==> src/rtl/idm_pkg.sv <==
// Package: shared field positions, codes and the decoded command type for
// the interrupt destination matcher. Assumes 32-bit command words.
package idm_pkg;

    localparam int CMD_W      = 32;
    localparam int FLD_W      = 8;
    localparam int MODEL_W    = 4;
    localparam int VEC_LSB    = 0;
    localparam int MODE_LSB   = 8;
    localparam int LOGIC_BIT  = 11;
    localparam int LEVEL_BIT  = 14;
    localparam int TRIG_BIT   = 15;
    localparam int SH_LSB     = 18;
    localparam int DEST_LSB   = 24;

    typedef enum logic [2:0] {
        DLV_FIXED  = 3'd0,
        DLV_LOWEST = 3'd1,
        DLV_SMI    = 3'd2,
        DLV_RSV    = 3'd3,
        DLV_NMI    = 3'd4,
        DLV_INIT   = 3'd5,
        DLV_START  = 3'd6,
        DLV_EXT    = 3'd7
    } dlv_mode_e;

    typedef enum logic [1:0] {
        SH_FIELD  = 2'd0,
        SH_SELF   = 2'd1,
        SH_ALL    = 2'd2,
        SH_OTHERS = 2'd3
    } shorthand_e;

    localparam logic [MODEL_W-1:0] MODEL_FLAT    = 4'hF;
    localparam logic [MODEL_W-1:0] MODEL_CLUSTER = 4'h0;
    localparam logic [FLD_W-1:0]   DEST_BCAST    = 8'hFF;

    typedef struct packed {
        logic [FLD_W-1:0] vector;
        dlv_mode_e        mode;
        logic             logical;
        logic             level;
        logic             trigger;
        shorthand_e       shorthand;
        logic [FLD_W-1:0] dest;
    } cmd_t;

endpackage

==> src/rtl/idm_cmd_decode.sv <==
// Module: splits the two command words into named fields and flags the
// arbitration-reload form of INIT. Purely combinational; assumes the
// field positions defined in idm_pkg.
module idm_cmd_decode
    import idm_pkg::*;
(
    input  logic [CMD_W-1:0] cmd_lo,
    input  logic [CMD_W-1:0] cmd_hi,
    output cmd_t             cmd,
    output logic             is_lowest,
    output logic             is_arb_reload
);

    // Field extraction from the fixed bit positions.
    always_comb begin
        cmd.vector    = cmd_lo[VEC_LSB +: FLD_W];
        cmd.mode      = dlv_mode_e'(cmd_lo[MODE_LSB +: 3]);
        cmd.logical   = cmd_lo[LOGIC_BIT];
        cmd.level     = cmd_lo[LEVEL_BIT];
        cmd.trigger   = cmd_lo[TRIG_BIT];
        cmd.shorthand = shorthand_e'(cmd_lo[SH_LSB +: 2]);
        cmd.dest      = cmd_hi[DEST_LSB +: FLD_W];
    end

    // Mode flags used by the output stage.
    always_comb begin
        is_lowest     = (cmd.mode == DLV_LOWEST);
        is_arb_reload = (cmd.mode == DLV_INIT) && !cmd.level && cmd.trigger;
    end

endmodule

==> src/rtl/idm_unit_match.sv <==
// Module: decides whether one unit is addressed by a command. Handles
// physical, flat-logical and cluster-logical matching and the shorthand
// override. Combinational; UNIT_IDX is this unit's own position.
module idm_unit_match
    import idm_pkg::*;
#(
    parameter int SEL_W    = 3,
    parameter int UNIT_IDX = 0
) (
    input  logic [FLD_W-1:0]   dest,
    input  logic               logical,
    input  shorthand_e         shorthand,
    input  logic [SEL_W-1:0]   sender_idx,
    input  logic [FLD_W-1:0]   phys_id,
    input  logic [FLD_W-1:0]   log_dest,
    input  logic [MODEL_W-1:0] model,
    output logic               hit
);

    localparam int HALF = FLD_W / 2;

    logic is_self;
    logic phys_hit;
    logic flat_hit;
    logic clus_hit;
    logic log_hit;

    // Physical match: broadcast value or exact ID equality.
    always_comb begin
        phys_hit = (dest == DEST_BCAST) || (dest == phys_id);
    end

    // Logical match according to this unit's model.
    always_comb begin
        flat_hit = |(dest & log_dest);
        clus_hit = (dest[FLD_W-1:HALF] == log_dest[FLD_W-1:HALF]) &&
                   (|(dest[HALF-1:0] & log_dest[HALF-1:0]));
        case (model)
            MODEL_FLAT:    log_hit = flat_hit;
            MODEL_CLUSTER: log_hit = clus_hit;
            default:       log_hit = 1'b0;
        endcase
    end

    // Shorthand selects between the field match and fixed sets.
    always_comb begin
        is_self = (sender_idx == SEL_W'(UNIT_IDX));
        case (shorthand)
            SH_SELF:   hit = is_self;
            SH_ALL:    hit = 1'b1;
            SH_OTHERS: hit = !is_self;
            default:   hit = logical ? log_hit : phys_hit;
        endcase
    end

endmodule

==> src/rtl/idm_lowest_pick.sv <==
// Module: finds the lowest-indexed set bit of a mask and returns it as a
// one-hot vector and an index. Combinational; all-zero input gives
// any = 0, onehot = 0, index = 0.
module idm_lowest_pick #(
    parameter int N     = 8,
    parameter int SEL_W = 3
) (
    input  logic [N-1:0]     mask,
    output logic [N-1:0]     onehot,
    output logic [SEL_W-1:0] index,
    output logic             any
);

    // Scan from the top so the lowest set bit is written last.
    always_comb begin
        onehot = '0;
        index  = '0;
        any    = 1'b0;
        for (int i = N - 1; i >= 0; i--) begin
            if (mask[i]) begin
                onehot    = '0;
                onehot[i] = 1'b1;
                index     = SEL_W'(i);
                any       = 1'b1;
            end
        end
    end

endmodule

==> src/rtl/idm_matcher.sv <==
// Module: top of the interrupt destination matcher. Registers one result
// per accepted command and holds the arbitration ID of each unit.
// Assumes N >= 2 and unit configuration stable while a command is valid.
module idm_matcher
    import idm_pkg::*;
#(
    parameter int N     = 8,
    parameter int SEL_W = $clog2(N)
) (
    input  logic                 clk,
    input  logic                 rst_n,
    input  logic                 cmd_valid,
    input  logic [31:0]          cmd_lo,
    input  logic [31:0]          cmd_hi,
    input  logic [SEL_W-1:0]     sender_idx,
    input  logic [N*8-1:0]       unit_phys_id,
    input  logic [N*8-1:0]       unit_log_dest,
    input  logic [N*4-1:0]       unit_model,
    output logic                 out_valid,
    output logic [7:0]           out_vector,
    output logic [N-1:0]         deliver_mask,
    output logic                 lp_hit,
    output logic [SEL_W-1:0]     lp_index,
    output logic [N-1:0]         arb_load_mask,
    output logic [N*8-1:0]       arb_id_flat
);

    cmd_t             cmd;
    logic             is_lowest;
    logic             is_arb_reload;
    logic [N-1:0]     match;
    logic [N-1:0]     pick_onehot;
    logic [SEL_W-1:0] pick_index;
    logic             pick_any;
    logic [N-1:0]     next_deliver;
    logic [N-1:0]     next_load;

    idm_cmd_decode u_dec (
        .cmd_lo        (cmd_lo),
        .cmd_hi        (cmd_hi),
        .cmd           (cmd),
        .is_lowest     (is_lowest),
        .is_arb_reload (is_arb_reload)
    );

    for (genvar g = 0; g < N; g++) begin : g_unit
        idm_unit_match #(
            .SEL_W    (SEL_W),
            .UNIT_IDX (g)
        ) u_match (
            .dest       (cmd.dest),
            .logical    (cmd.logical),
            .shorthand  (cmd.shorthand),
            .sender_idx (sender_idx),
            .phys_id    (unit_phys_id[g*FLD_W +: FLD_W]),
            .log_dest   (unit_log_dest[g*FLD_W +: FLD_W]),
            .model      (unit_model[g*MODEL_W +: MODEL_W]),
            .hit        (match[g])
        );
    end

    idm_lowest_pick #(
        .N     (N),
        .SEL_W (SEL_W)
    ) u_pick (
        .mask   (match),
        .onehot (pick_onehot),
        .index  (pick_index),
        .any    (pick_any)
    );

    // Choose what reaches the units for this command's delivery mode.
    always_comb begin
        if (is_arb_reload) begin
            next_deliver = '0;
            next_load    = match;
        end else if (is_lowest) begin
            next_deliver = pick_onehot;
            next_load    = '0;
        end else begin
            next_deliver = match;
            next_load    = '0;
        end
    end

    // Result register: one result per accepted command, zero otherwise.
    always_ff @(posedge clk) begin
        if (!rst_n) begin
            out_valid     <= 1'b0;
            out_vector    <= '0;
            deliver_mask  <= '0;
            lp_hit        <= 1'b0;
            lp_index      <= '0;
            arb_load_mask <= '0;
        end else if (cmd_valid) begin
            out_valid     <= 1'b1;
            out_vector    <= cmd.vector;
            deliver_mask  <= next_deliver;
            lp_hit        <= is_lowest && pick_any;
            lp_index      <= is_lowest ? pick_index : '0;
            arb_load_mask <= next_load;
        end else begin
            out_valid     <= 1'b0;
            out_vector    <= '0;
            deliver_mask  <= '0;
            lp_hit        <= 1'b0;
            lp_index      <= '0;
            arb_load_mask <= '0;
        end
    end

    for (genvar a = 0; a < N; a++) begin : g_arb
        // Arbitration ID store: reload from the physical ID when selected.
        always_ff @(posedge clk) begin
            if (!rst_n) begin
                arb_id_flat[a*FLD_W +: FLD_W] <= '0;
            end else if (cmd_valid && next_load[a]) begin
                arb_id_flat[a*FLD_W +: FLD_W] <= unit_phys_id[a*FLD_W +: FLD_W];
            end
        end
    end

endmodule

==> config.mk <==
export PLATFORM = sky130hd
export DESIGN_NAME = idm_matcher
export DESIGN_NICKNAME = d
export VERILOG_FILES = /design/src/rtl/idm_pkg.sv /design/src/rtl/idm_cmd_decode.sv /design/src/rtl/idm_unit_match.sv /design/src/rtl/idm_lowest_pick.sv /design/src/rtl/idm_matcher.sv
export SDC_FILE = /design/constraint.sdc
export NUM_CORES = 1
export LEC_CHECK = 0
export CAP_MARGIN = 10
export CORE_AREA = 2 2 127 129
export CTS_BUF_LIST = sky130_fd_sc_hd__clkbuf_8
export CTS_CLUSTER_SIZE = 40
export DETAILED_ROUTE_END_ITERATION = 10
export DIE_AREA = 0 0 129 131
export GPL_TIMING_DRIVEN = 1
export HOLD_SLACK_MARGIN = 0.1
export PLACE_DENSITY = 0.75
export SYNTH_ARGS = -nofsm -noshare
export SYNTH_HDL_FRONTEND = slang
export SYNTH_SLANG_ARGS = --single-unit
==> constraint.sdc <==
create_clock -name clk -period 4.75 [get_ports clk]
set_input_delay 0.95 -clock clk [delete_from_list [all_inputs] [get_ports clk]]
set_output_delay 0.95 -clock clk [all_outputs]
set_load 0.03 [all_outputs]
==> impl_metrics.xml, run 1 <==
<?xml version="1.0" encoding="UTF-8"?>
<metrics>
  <group name="pwr">
    <metric name="static-leakage-power" unit="nW">3.20</metric>
    <metric name="power_density" unit="nW/um2">214</metric>
    <metric name="vdd_ir_drop_max" unit="V">0.000199</metric>
  </group>
  <group name="drt">
    <metric name="ant_nets" unit="">0</metric>
    <metric name="via_count" unit="">5108</metric>
    <metric name="drc_errors" unit="">0</metric>
    <metric name="wl_per_cell" unit="um">18.5</metric>
    <metric name="drt_iter0_markers" unit="">167</metric>
    <metric name="totalWireLength" unit="mm">19.3</metric>
    <metric name="drt_pre_antenna_iters" unit="">4</metric>
    <metric name="drt-vias-per-instance" unit="">4.89</metric>
  </group>
  <group name="sta">
    <metric name="final_critical_period" unit="ns">3.75</metric>
    <metric name="timing.clock.skew" unit="ns">0</metric>
    <metric name="period_share" unit="%">78.9</metric>
    <metric name="tightestPinTransition" unit="ns">0.925</metric>
    <metric name="final.setup.tns" unit="ns">0</metric>
    <metric name="max_freq" unit="MHz">267</metric>
    <metric name="relSlewSlack" unit="%">38.2</metric>
    <metric name="slew_viol_final" unit="">0</metric>
    <metric name="holdWs" unit="ns">0.501</metric>
    <metric name="grt_setup_unrepaired" unit="">no</metric>
    <metric name="finalSetupViolCount" unit="">0</metric>
    <metric name="final-hold-violation-count" unit="">0</metric>
  </group>
  <group name="cells_and_area">
    <metric name="drive_gt1_share" unit="%">7.13</metric>
    <metric name="final_net_count" unit="">1085</metric>
    <metric name="area_occupied_by_registers" unit="um2">1860</metric>
    <metric name="area_delta_synth_final" unit="%">60.1</metric>
    <metric name="antenna-diode-count" unit="">0</metric>
    <metric name="area_of_the_multi_input_gates" unit="um2">3270</metric>
    <metric name="fillers" unit="">1408</metric>
  </group>
  <group name="job">
    <metric name="max_cap_violations" unit="">0</metric>
  </group>
  <group name="setup_path">
    <metric name="crit-reg2reg-capture" unit="">arb_id_flat[6]</metric>
    <metric name="worst_setup_path_end_kind" unit="">flip-flop</metric>
    <metric name="critical_path_depth" unit="">8</metric>
    <metric name="crit_start" unit="">cmd_hi[26]</metric>
    <metric name="cp-start-kind" unit="">input pin</metric>
    <metric name="ff2ff_setup_slack" unit="ns">4.08</metric>
    <metric name="critical_path_buf_inv_count" unit="">1</metric>
    <metric name="timing.reg2reg.worst_path_depth" unit="">2</metric>
    <metric name="critPathKind" unit="">input pin to flip-flop</metric>
    <metric name="slowest_delay" unit="ns">0.74</metric>
    <metric name="cp_top_family" unit="">simple AND/OR/NAND/NOR gates</metric>
    <metric name="rr_startpoint" unit="">arb_id_flat[6]</metric>
    <metric name="crit_end" unit="">arb_id_flat[33]</metric>
    <metric name="crit_chain" unit="">clkdlybuf4s50_1 -&gt; and4_4 -&gt; a21oi_4 -&gt; nand2_1 -&gt; o211ai_1 -&gt; or2_1 -&gt; mux2i_1 -&gt; nor2_1</metric>
    <metric name="cp_data_arrival_time" unit="ns">3.98</metric>
    <metric name="critical_path_rt" unit="ns">4.99</metric>
    <metric name="standard_cell_with_the_maximum_stage_delay_on_the_critical_path" unit="">sky130_fd_sc_hd__clkdlybuf4s50_1</metric>
    <metric name="worstPathMaxFanout" unit="">9</metric>
  </group>
  <group name="worst_hold_path">
    <metric name="hold_path_class" unit="">flip-flop to flip-flop</metric>
  </group>
  <group name="clocking">
    <metric name="holdBufCountCts" unit="">0</metric>
    <metric name="clk-insertion-delay-late" unit="ns">0.37</metric>
    <metric name="cts_tree" unit="">done</metric>
    <metric name="cts_buffers" unit="">9</metric>
    <metric name="post-cts-setup-buffers" unit="">0</metric>
    <metric name="clockRootBuffer" unit="">sky130_fd_sc_hd__clkbuf_8</metric>
    <metric name="cts_resized" unit="">0</metric>
    <metric name="path_clk_slew" unit="ns">0.10</metric>
    <metric name="cts_max_path_buffers" unit="">2</metric>
    <metric name="clock_tree.htree_level_count" unit="">3</metric>
    <metric name="cts.sink_count" unit="">93</metric>
  </group>
  <group name="global_route">
    <metric name="globalRouteTotalUtil" unit="%">22.0</metric>
    <metric name="globalRoute.busiestLayer" unit="">met2</metric>
    <metric name="grt_pass1_vias" unit="">5010</metric>
    <metric name="groute.layer.met2.usage" unit="%">36.9</metric>
    <metric name="use_met1" unit="%">27.8</metric>
    <metric name="globalRouteOverflowTotal" unit="">0</metric>
    <metric name="met3_usage" unit="%">5.74</metric>
    <metric name="global_route_wire_length_before_repair" unit="mm">27.9</metric>
    <metric name="grt_start_max_net_pins" unit="">50</metric>
    <metric name="number_of_antenna_violations_at_the_first_check_in_global_routing" unit="">0</metric>
  </group>
  <group name="logic_synthesis">
    <metric name="syn-num-nets" unit="">803</metric>
    <metric name="synth-edff-count" unit="">0</metric>
    <metric name="synthesis.yosys.warnings" unit="">0</metric>
    <metric name="syn-instance-count" unit="">541</metric>
    <metric name="synth_area_per_cell" unit="um2">9.88</metric>
    <metric name="synth_async_sr_flop_share" unit="%">0</metric>
    <metric name="netlist_area" unit="um2">5350</metric>
    <metric name="synthesis_stage_register_bit_count" unit="">93</metric>
    <metric name="synth_sequential_area_ratio" unit="%">34.8</metric>
    <metric name="synthFlopType" unit="">sky130_fd_sc_hd__dfxtp_1</metric>
    <metric name="netlist-cell-type-count" unit="">62</metric>
  </group>
  <group name="placement">
    <metric name="io_buffer_count" unit="">282</metric>
    <metric name="gp_congestion" unit="">0.875</metric>
    <metric name="dpl.hpwl" unit="mm">15.3</metric>
  </group>
  <group name="die">
    <metric name="io_pins" unit="">323</metric>
    <metric name="initial_core_util" unit="%">34.3</metric>
    <metric name="die_area" unit="um2">16900</metric>
    <metric name="die-width" unit="um">129</metric>
    <metric name="floorplan.die.height" unit="um">131</metric>
    <metric name="area_of_the_core" unit="um2">15600</metric>
    <metric name="floorplan.rows" unit="">46</metric>
  </group>
  <group name="outcome">
    <metric name="run_status" unit="">finished, final reports clean</metric>
  </group>
</metrics>
-- layout make-up --
| cell class | count | area share (%) |
|---|---|---|
| Clock buffer | 9 | 1.45 |
| Inverter | 2 | 0.0877 |
| Timing Repair Buffer | 298 | 34.4 |
| Sequential cell | 93 | 21.7 |
| Multi-Input combinational cell | 419 | 38.1 |
| Tap cell | 216 | 3.16 |
| Clock inverter | 7 | 1.05 |
-- report_power, final --
| group | leakage [nW] | internal (mW) | total, mW | switching [mW] |
|---|---|---|---|---|
| sequential | 0.752 | 0.789 | 0.792 | 0.00298 |
| clock | 0.105 | 0.293 | 0.581 | 0.288 |
| combinational | 2.34 | 0.249 | 0.456 | 0.207 |
-- stage by stage --
step / std cells / util, % / area (um2) / setup WS (ns) / power [mW]
final: 1044 / 54.9 / 8560 / 1.00 / 1.83
after global routing: 1044 / 54.9 / 8560 / 0.843 / 1.91
after CTS: 1044 / 54.9 / 8560 / 1.01 / 1.85
after detailed placement: 1028 / 53.5 / 8350 / 0.594 / 1.27
after global placement: 1028 / 53.5 / 8350 / 0.571 / 1.26
after floorplan: 541 / - / 5350 / 1.90 / 1.02
-- worst register-to-register path: stages, from the launching register on --
cell	delay (ns)
sky130_fd_sc_hd__dfxtp_1	0.33
sky130_fd_sc_hd__mux2i_1	0.15
sky130_fd_sc_hd__nor2_1	0.06
-- cells in the mapped netlist (4+ instances only) --
cell,number,share of area [%]
sky130_fd_sc_hd__o211ai_1,7,0.98
sky130_fd_sc_hd__dfxtp_1,93,35
sky130_fd_sc_hd__clkbuf_1,9,0.63
sky130_fd_sc_hd__o21ai_0,4,0.37
sky130_fd_sc_hd__nand3_1,5,0.47
sky130_fd_sc_hd__buf_2,4,0.37
sky130_fd_sc_hd__nor2b_1,5,0.59
sky130_fd_sc_hd__a22oi_1,4,0.56
sky130_fd_sc_hd__nor4_1,22,2.6
sky130_fd_sc_hd__o21ai_1,5,0.47
sky130_fd_sc_hd__nor2_1,72,5.1
sky130_fd_sc_hd__nand4_1,24,2.8
sky130_fd_sc_hd__xor2_1,12,2.0
sky130_fd_sc_hd__nor3_1,10,0.94
sky130_fd_sc_hd__a21boi_0,4,0.56
sky130_fd_sc_hd__nor2_4,5,1.1
sky130_fd_sc_hd__and3_1,8,0.94
sky130_fd_sc_hd__buf_6,12,2.5
sky130_fd_sc_hd__xnor2_1,60,9.8
sky130_fd_sc_hd__nand2_1,13,0.91
sky130_fd_sc_hd__mux2i_1,64,12
sky130_fd_sc_hd__a22o_1,7,1.1
sky130_fd_sc_hd__or4_1,4,0.56
sky130_fd_sc_hd__ha_1,32,7.5
-- flip-flops by register name, summed over array words and instances, names as in the netlist --
signal	cells
arb_id_flat	64
arb_load_mask	8
deliver_mask	8
lp_hit	1
lp_index	3
out_valid	1
out_vector	8
-- how the worst min path moves through the flow --
| stage | start | end | slack, ns | depth (start not counted) |
|---|---|---|---|---|
| 4_1_cts | arb_id_flat[62] | arb_id_flat[62] | 0.51 | 2 |
| 6_report | arb_id_flat[62] | arb_id_flat[62] | 0.50 | 2 |
| 2_1_floorplan | arb_id_flat[0] | arb_id_flat[0] | 0.63 | 2 |
| 5_1_grt | arb_id_flat[56] | arb_id_flat[56] | 0.52 | 2 |
| 3_3_place_gp | arb_id_flat[25] | arb_id_flat[25] | 0.47 | 2 |
| 3_5_place_dp | arb_id_flat[14] | arb_id_flat[14] | 0.48 | 2 |
-- cell families (layout without fill, tap and decap cells) --
kind of cell | after synthesis | count (layout) | share of synthesized area [%]
flip-flops | 93 | 93 | 34.8
buffers and inverters | 29 | 316 | 4.10
XOR/XNOR | 72 | 72 | 11.8
adder cells (fa/ha/maj) | 32 | 32 | 7.49
AND/OR/NAND/NOR | 190 | 190 | 19.6
multiplexers | 64 | 64 | 12.0
AO/OA/AOI/OAI | 61 | 61 | 10.3
-- metal layers --
| metal | share of wire, % | vias up |
|---|---|---|
| met3 | 5.7 | 29 |
| met1 | 44 | 2361 |
| li1 | - | 2530 |
| met5 | 0 | - |
| met4 | 2.1 | 0 |
| met2 | 48 | 188 |
-- placed cells by master, fill, tap and decap left out, drive strengths merged, types with 2 or more instances in the layout --
cell type / n
ha: 32
bufinv: 2
and4: 2
inv: 2
and3: 8
dfxtp: 93
a22o: 8
o211ai: 8
or2: 2
xnor2: 60
clkinvlp: 2
a21oi: 4
nor3: 13
nand2b: 4
and3b: 2
and2: 2
clkdlybuf4s50: 282
a31oi: 6
buf: 16
a221oi: 4
a21boi: 4
a22oi: 4
o221ai: 3
nor2b: 5
a211oi: 3
mux2i: 64
nor4: 22
xor2: 12
clkinv: 3
o21ai: 9
nand2: 13
clkbuf: 9
nor2: 78
or4: 4
nand4: 25
nand3: 6
No activity file was read; power rests on OpenSTA's default activity.
==> inputs of run 2 (changes only) <==
Settings changed: CORE_AREA 2 2 127 129 to not set, CORE_MARGIN set to 2, CORE_UTILIZATION set to 35, DIE_AREA 0 0 129 131 to not set, PLACE_DENSITY 0.75 to 0.79.
Clock period 4.75 ns to 3.2 ns, I/O delays scaled along.
==> impl_metrics.xml, run 2 (synthesis gave the netlist of run 1 again) <==
<?xml version="1.0" encoding="UTF-8"?>
<metrics>
  <group name="cells_and_area">
    <metric name="final_cell_area" unit="um2">8880</metric>
    <metric name="layout_commonest_cell" unit="">sky130_fd_sc_hd__clkdlybuf4s50_1</metric>
    <metric name="utilization" unit="%">58.8</metric>
    <metric name="most-common-layout-cells" unit="">282 x sky130_fd_sc_hd__clkdlybuf4s50_1, 93 x sky130_fd_sc_hd__dfxtp_1, 72 x sky130_fd_sc_hd__nor2_1, 64 x sky130_fd_sc_hd__mux2i_1, 60 x sky130_fd_sc_hd__xnor2_1</metric>
    <metric name="largest_register_ffs" unit="">64</metric>
    <metric name="area_delta_synth_final" unit="%">66.1</metric>
    <metric name="final_net_count" unit="">1119</metric>
    <metric name="antenna-diode-count" unit="">0</metric>
    <metric name="fillers" unit="">1318</metric>
    <metric name="drive_gt1_share" unit="%">10.7</metric>
    <metric name="largest-register" unit="">arb_id_flat</metric>
  </group>
  <group name="sta">
    <metric name="grt_setup_unrepaired" unit="">no</metric>
    <metric name="final_critical_period" unit="ns">2.88</metric>
    <metric name="final-hold-violation-count" unit="">0</metric>
    <metric name="relSlewSlack" unit="%">66.6</metric>
    <metric name="tightestPinTransition" unit="ns">0.500</metric>
    <metric name="period_share" unit="%">90.1</metric>
    <metric name="slew_viol_final" unit="">0</metric>
    <metric name="timing.clock.skew" unit="ns">0</metric>
    <metric name="max_freq" unit="MHz">347</metric>
    <metric name="finalSetupViolCount" unit="">0</metric>
  </group>
  <group name="worst_hold_path">
    <metric name="hold_path_class" unit="">flip-flop to flip-flop</metric>
    <metric name="min_from" unit="">arb_id_flat[24]</metric>
  </group>
  <group name="job">
    <metric name="max_cap_violations" unit="">0</metric>
  </group>
  <group name="die">
    <metric name="floorplan.die.height" unit="um">128</metric>
    <metric name="floorplan.rows" unit="">45</metric>
    <metric name="die-width" unit="um">128</metric>
    <metric name="area_of_the_core" unit="um2">15100</metric>
    <metric name="die_area" unit="um2">16300</metric>
    <metric name="io_pins" unit="">323</metric>
    <metric name="initial_core_util" unit="%">35.4</metric>
  </group>
  <group name="placement">
    <metric name="gp_congestion" unit="">0.872</metric>
    <metric name="io_buffer_count" unit="">282</metric>
    <metric name="place_area" unit="um2">8710</metric>
    <metric name="dpl.hpwl" unit="mm">15.4</metric>
  </group>
  <group name="global_route">
    <metric name="globalRouteOverflowTotal" unit="">0</metric>
    <metric name="grt_pass1_vias" unit="">5269</metric>
    <metric name="grt_start_max_net_pins" unit="">73</metric>
    <metric name="global_route_wire_length_before_repair" unit="mm">28.8</metric>
    <metric name="number_of_antenna_violations_at_the_first_check_in_global_routing" unit="">0</metric>
    <metric name="globalRouteTotalUtil" unit="%">23.1</metric>
  </group>
  <group name="setup_path">
    <metric name="crit_start" unit="">cmd_hi[31]</metric>
    <metric name="cp-start-kind" unit="">input pin</metric>
    <metric name="worst_setup_path_end_kind" unit="">flip-flop</metric>
    <metric name="most_common_cell_type_on_the_critical_path" unit="">sky130_fd_sc_hd__buf_4</metric>
    <metric name="critPathKind" unit="">input pin to flip-flop</metric>
    <metric name="standard_cell_with_the_maximum_stage_delay_on_the_critical_path" unit="">sky130_fd_sc_hd__or4_1</metric>
    <metric name="critical_path_rt" unit="ns">3.54</metric>
    <metric name="slowest_delay" unit="ns">0.49</metric>
    <metric name="cp_data_arrival_time" unit="ns">3.22</metric>
    <metric name="worstPathMaxFanout" unit="">8</metric>
    <metric name="rr_startpoint" unit="">arb_id_flat[32]</metric>
    <metric name="crit_chain" unit="">clkdlybuf4s50_1 -&gt; buf_4 -&gt; ha_1 -&gt; or4_1 -&gt; nor3_2 -&gt; o211ai_1 -&gt; a31oi_4 -&gt; buf_4 -&gt; nand4_4 -&gt; a211oi_1 -&gt; buf_4</metric>
  </group>
  <group name="drt">
    <metric name="ant_nets" unit="">0</metric>
    <metric name="drc_errors" unit="">0</metric>
    <metric name="drt_pre_antenna_iters" unit="">4</metric>
    <metric name="wl_per_cell" unit="um">18.4</metric>
    <metric name="drt_iter0_markers" unit="">190</metric>
    <metric name="drt-vias-per-instance" unit="">5.09</metric>
    <metric name="totalWireLength" unit="mm">19.3</metric>
    <metric name="via_count" unit="">5345</metric>
  </group>
  <group name="pwr">
    <metric name="design_power_total" unit="mW">2.63</metric>
    <metric name="static-leakage-power" unit="nW">3.39</metric>
    <metric name="vdd_ir_drop_max" unit="V">0.000308</metric>
    <metric name="power_density" unit="nW/um2">296</metric>
  </group>
  <group name="clocking">
    <metric name="cts_resized" unit="">0</metric>
    <metric name="cts_buffers" unit="">9</metric>
    <metric name="post-cts-setup-buffers" unit="">0</metric>
    <metric name="cts.sink_count" unit="">93</metric>
    <metric name="clockRootBuffer" unit="">sky130_fd_sc_hd__clkbuf_8</metric>
    <metric name="clk-insertion-delay-late" unit="ns">0.38</metric>
    <metric name="cts_max_path_buffers" unit="">2</metric>
    <metric name="cts_tree" unit="">done</metric>
    <metric name="holdBufCountCts" unit="">0</metric>
    <metric name="clock_tree.htree_level_count" unit="">3</metric>
    <metric name="path_clk_slew" unit="ns">0.09</metric>
  </group>
  <group name="outcome">
    <metric name="run_status" unit="">finished, final reports clean</metric>
  </group>
</metrics>
-- run 2: changes by cell type in the layout (fill, tap and decap cells not counted) --
cell	previous run	this run
sky130_fd_sc_hd__buf_12	0	11
sky130_fd_sc_hd__buf_4	16	39
sky130_fd_sc_hd__bufinv_16	2	0
sky130_fd_sc_hd__clkinv_2	3	1
sky130_fd_sc_hd__clkinv_4	0	1
sky130_fd_sc_hd__inv_1	1	2
sky130_fd_sc_hd__inv_6	0	2
-- run 2: worst paths after layout --
path,end,slack [ns],depth (start not counted)
worst max-delay path,deliver_mask[4],0.32,11
worst min register to register,arb_id_flat[24],0.50,2
worst max register to register,arb_id_flat[32],2.55,2
worst min-delay path,arb_id_flat[24],0.50,2
-- run 2: metrics by stage --
step	setup slack (ns)	hold slack (ns)	cells	TNS (ns)
after floorplan	0.662	0.634	541	0
after global placement	-0.128	0.472	1034	-0.299
after detailed placement	-0.159	0.482	1034	-0.668
after CTS	0.308	0.503	1050	0
after global routing	0.155	0.523	1050	0
final	0.317	0.496	1050	0
-- run 2: worst max-delay path, delay by kind of cell --
kind | cells | cell delay, ns
buf+inv | 4 | 0.93
fa+ha+maj | 1 | 0.19
simple gates | 3 | 0.71
compound gates | 3 | 0.73
-- run 2: cell type report --
type                    instances  area (um2)  share of cell area (%)
repair buffers                332        3340                    37.6
multi-input cells             419        3270                    36.8
flip-flops and latches         93        1860                    21.0
well taps                     188         235                    2.65
clock buffers                   9         124                    1.39
clock inverters                 7        50.0                   0.564
inverters                       2        7.51                  0.0845
-- run 2: power by group --
part / total (mW) / leakage (nW) / switching, mW / internal [mW]
Sequential: 1.18 / 0.752 / 0.00468 / 1.17
Combinational: 0.723 / 2.55 / 0.313 / 0.410
Clock: 0.728 / 0.0874 / 0.444 / 0.285
-- run 2: routing by layer --
| metal | part of all wire, % | vias up | track usage [%] | routed length [um] |
|---|---|---|---|---|
| li1 | - | 2606 | - | - |
| met1 | 41 | 2506 | 27.7 | 7930 |
| met2 | 50 | 207 | 39.7 | 9610 |
| met3 | 7.4 | 26 | 7.08 | 1430 |
| met4 | 1.9 | 0 | 7.37 | 365 |
| met5 | 0 | - | 0 | 0 |
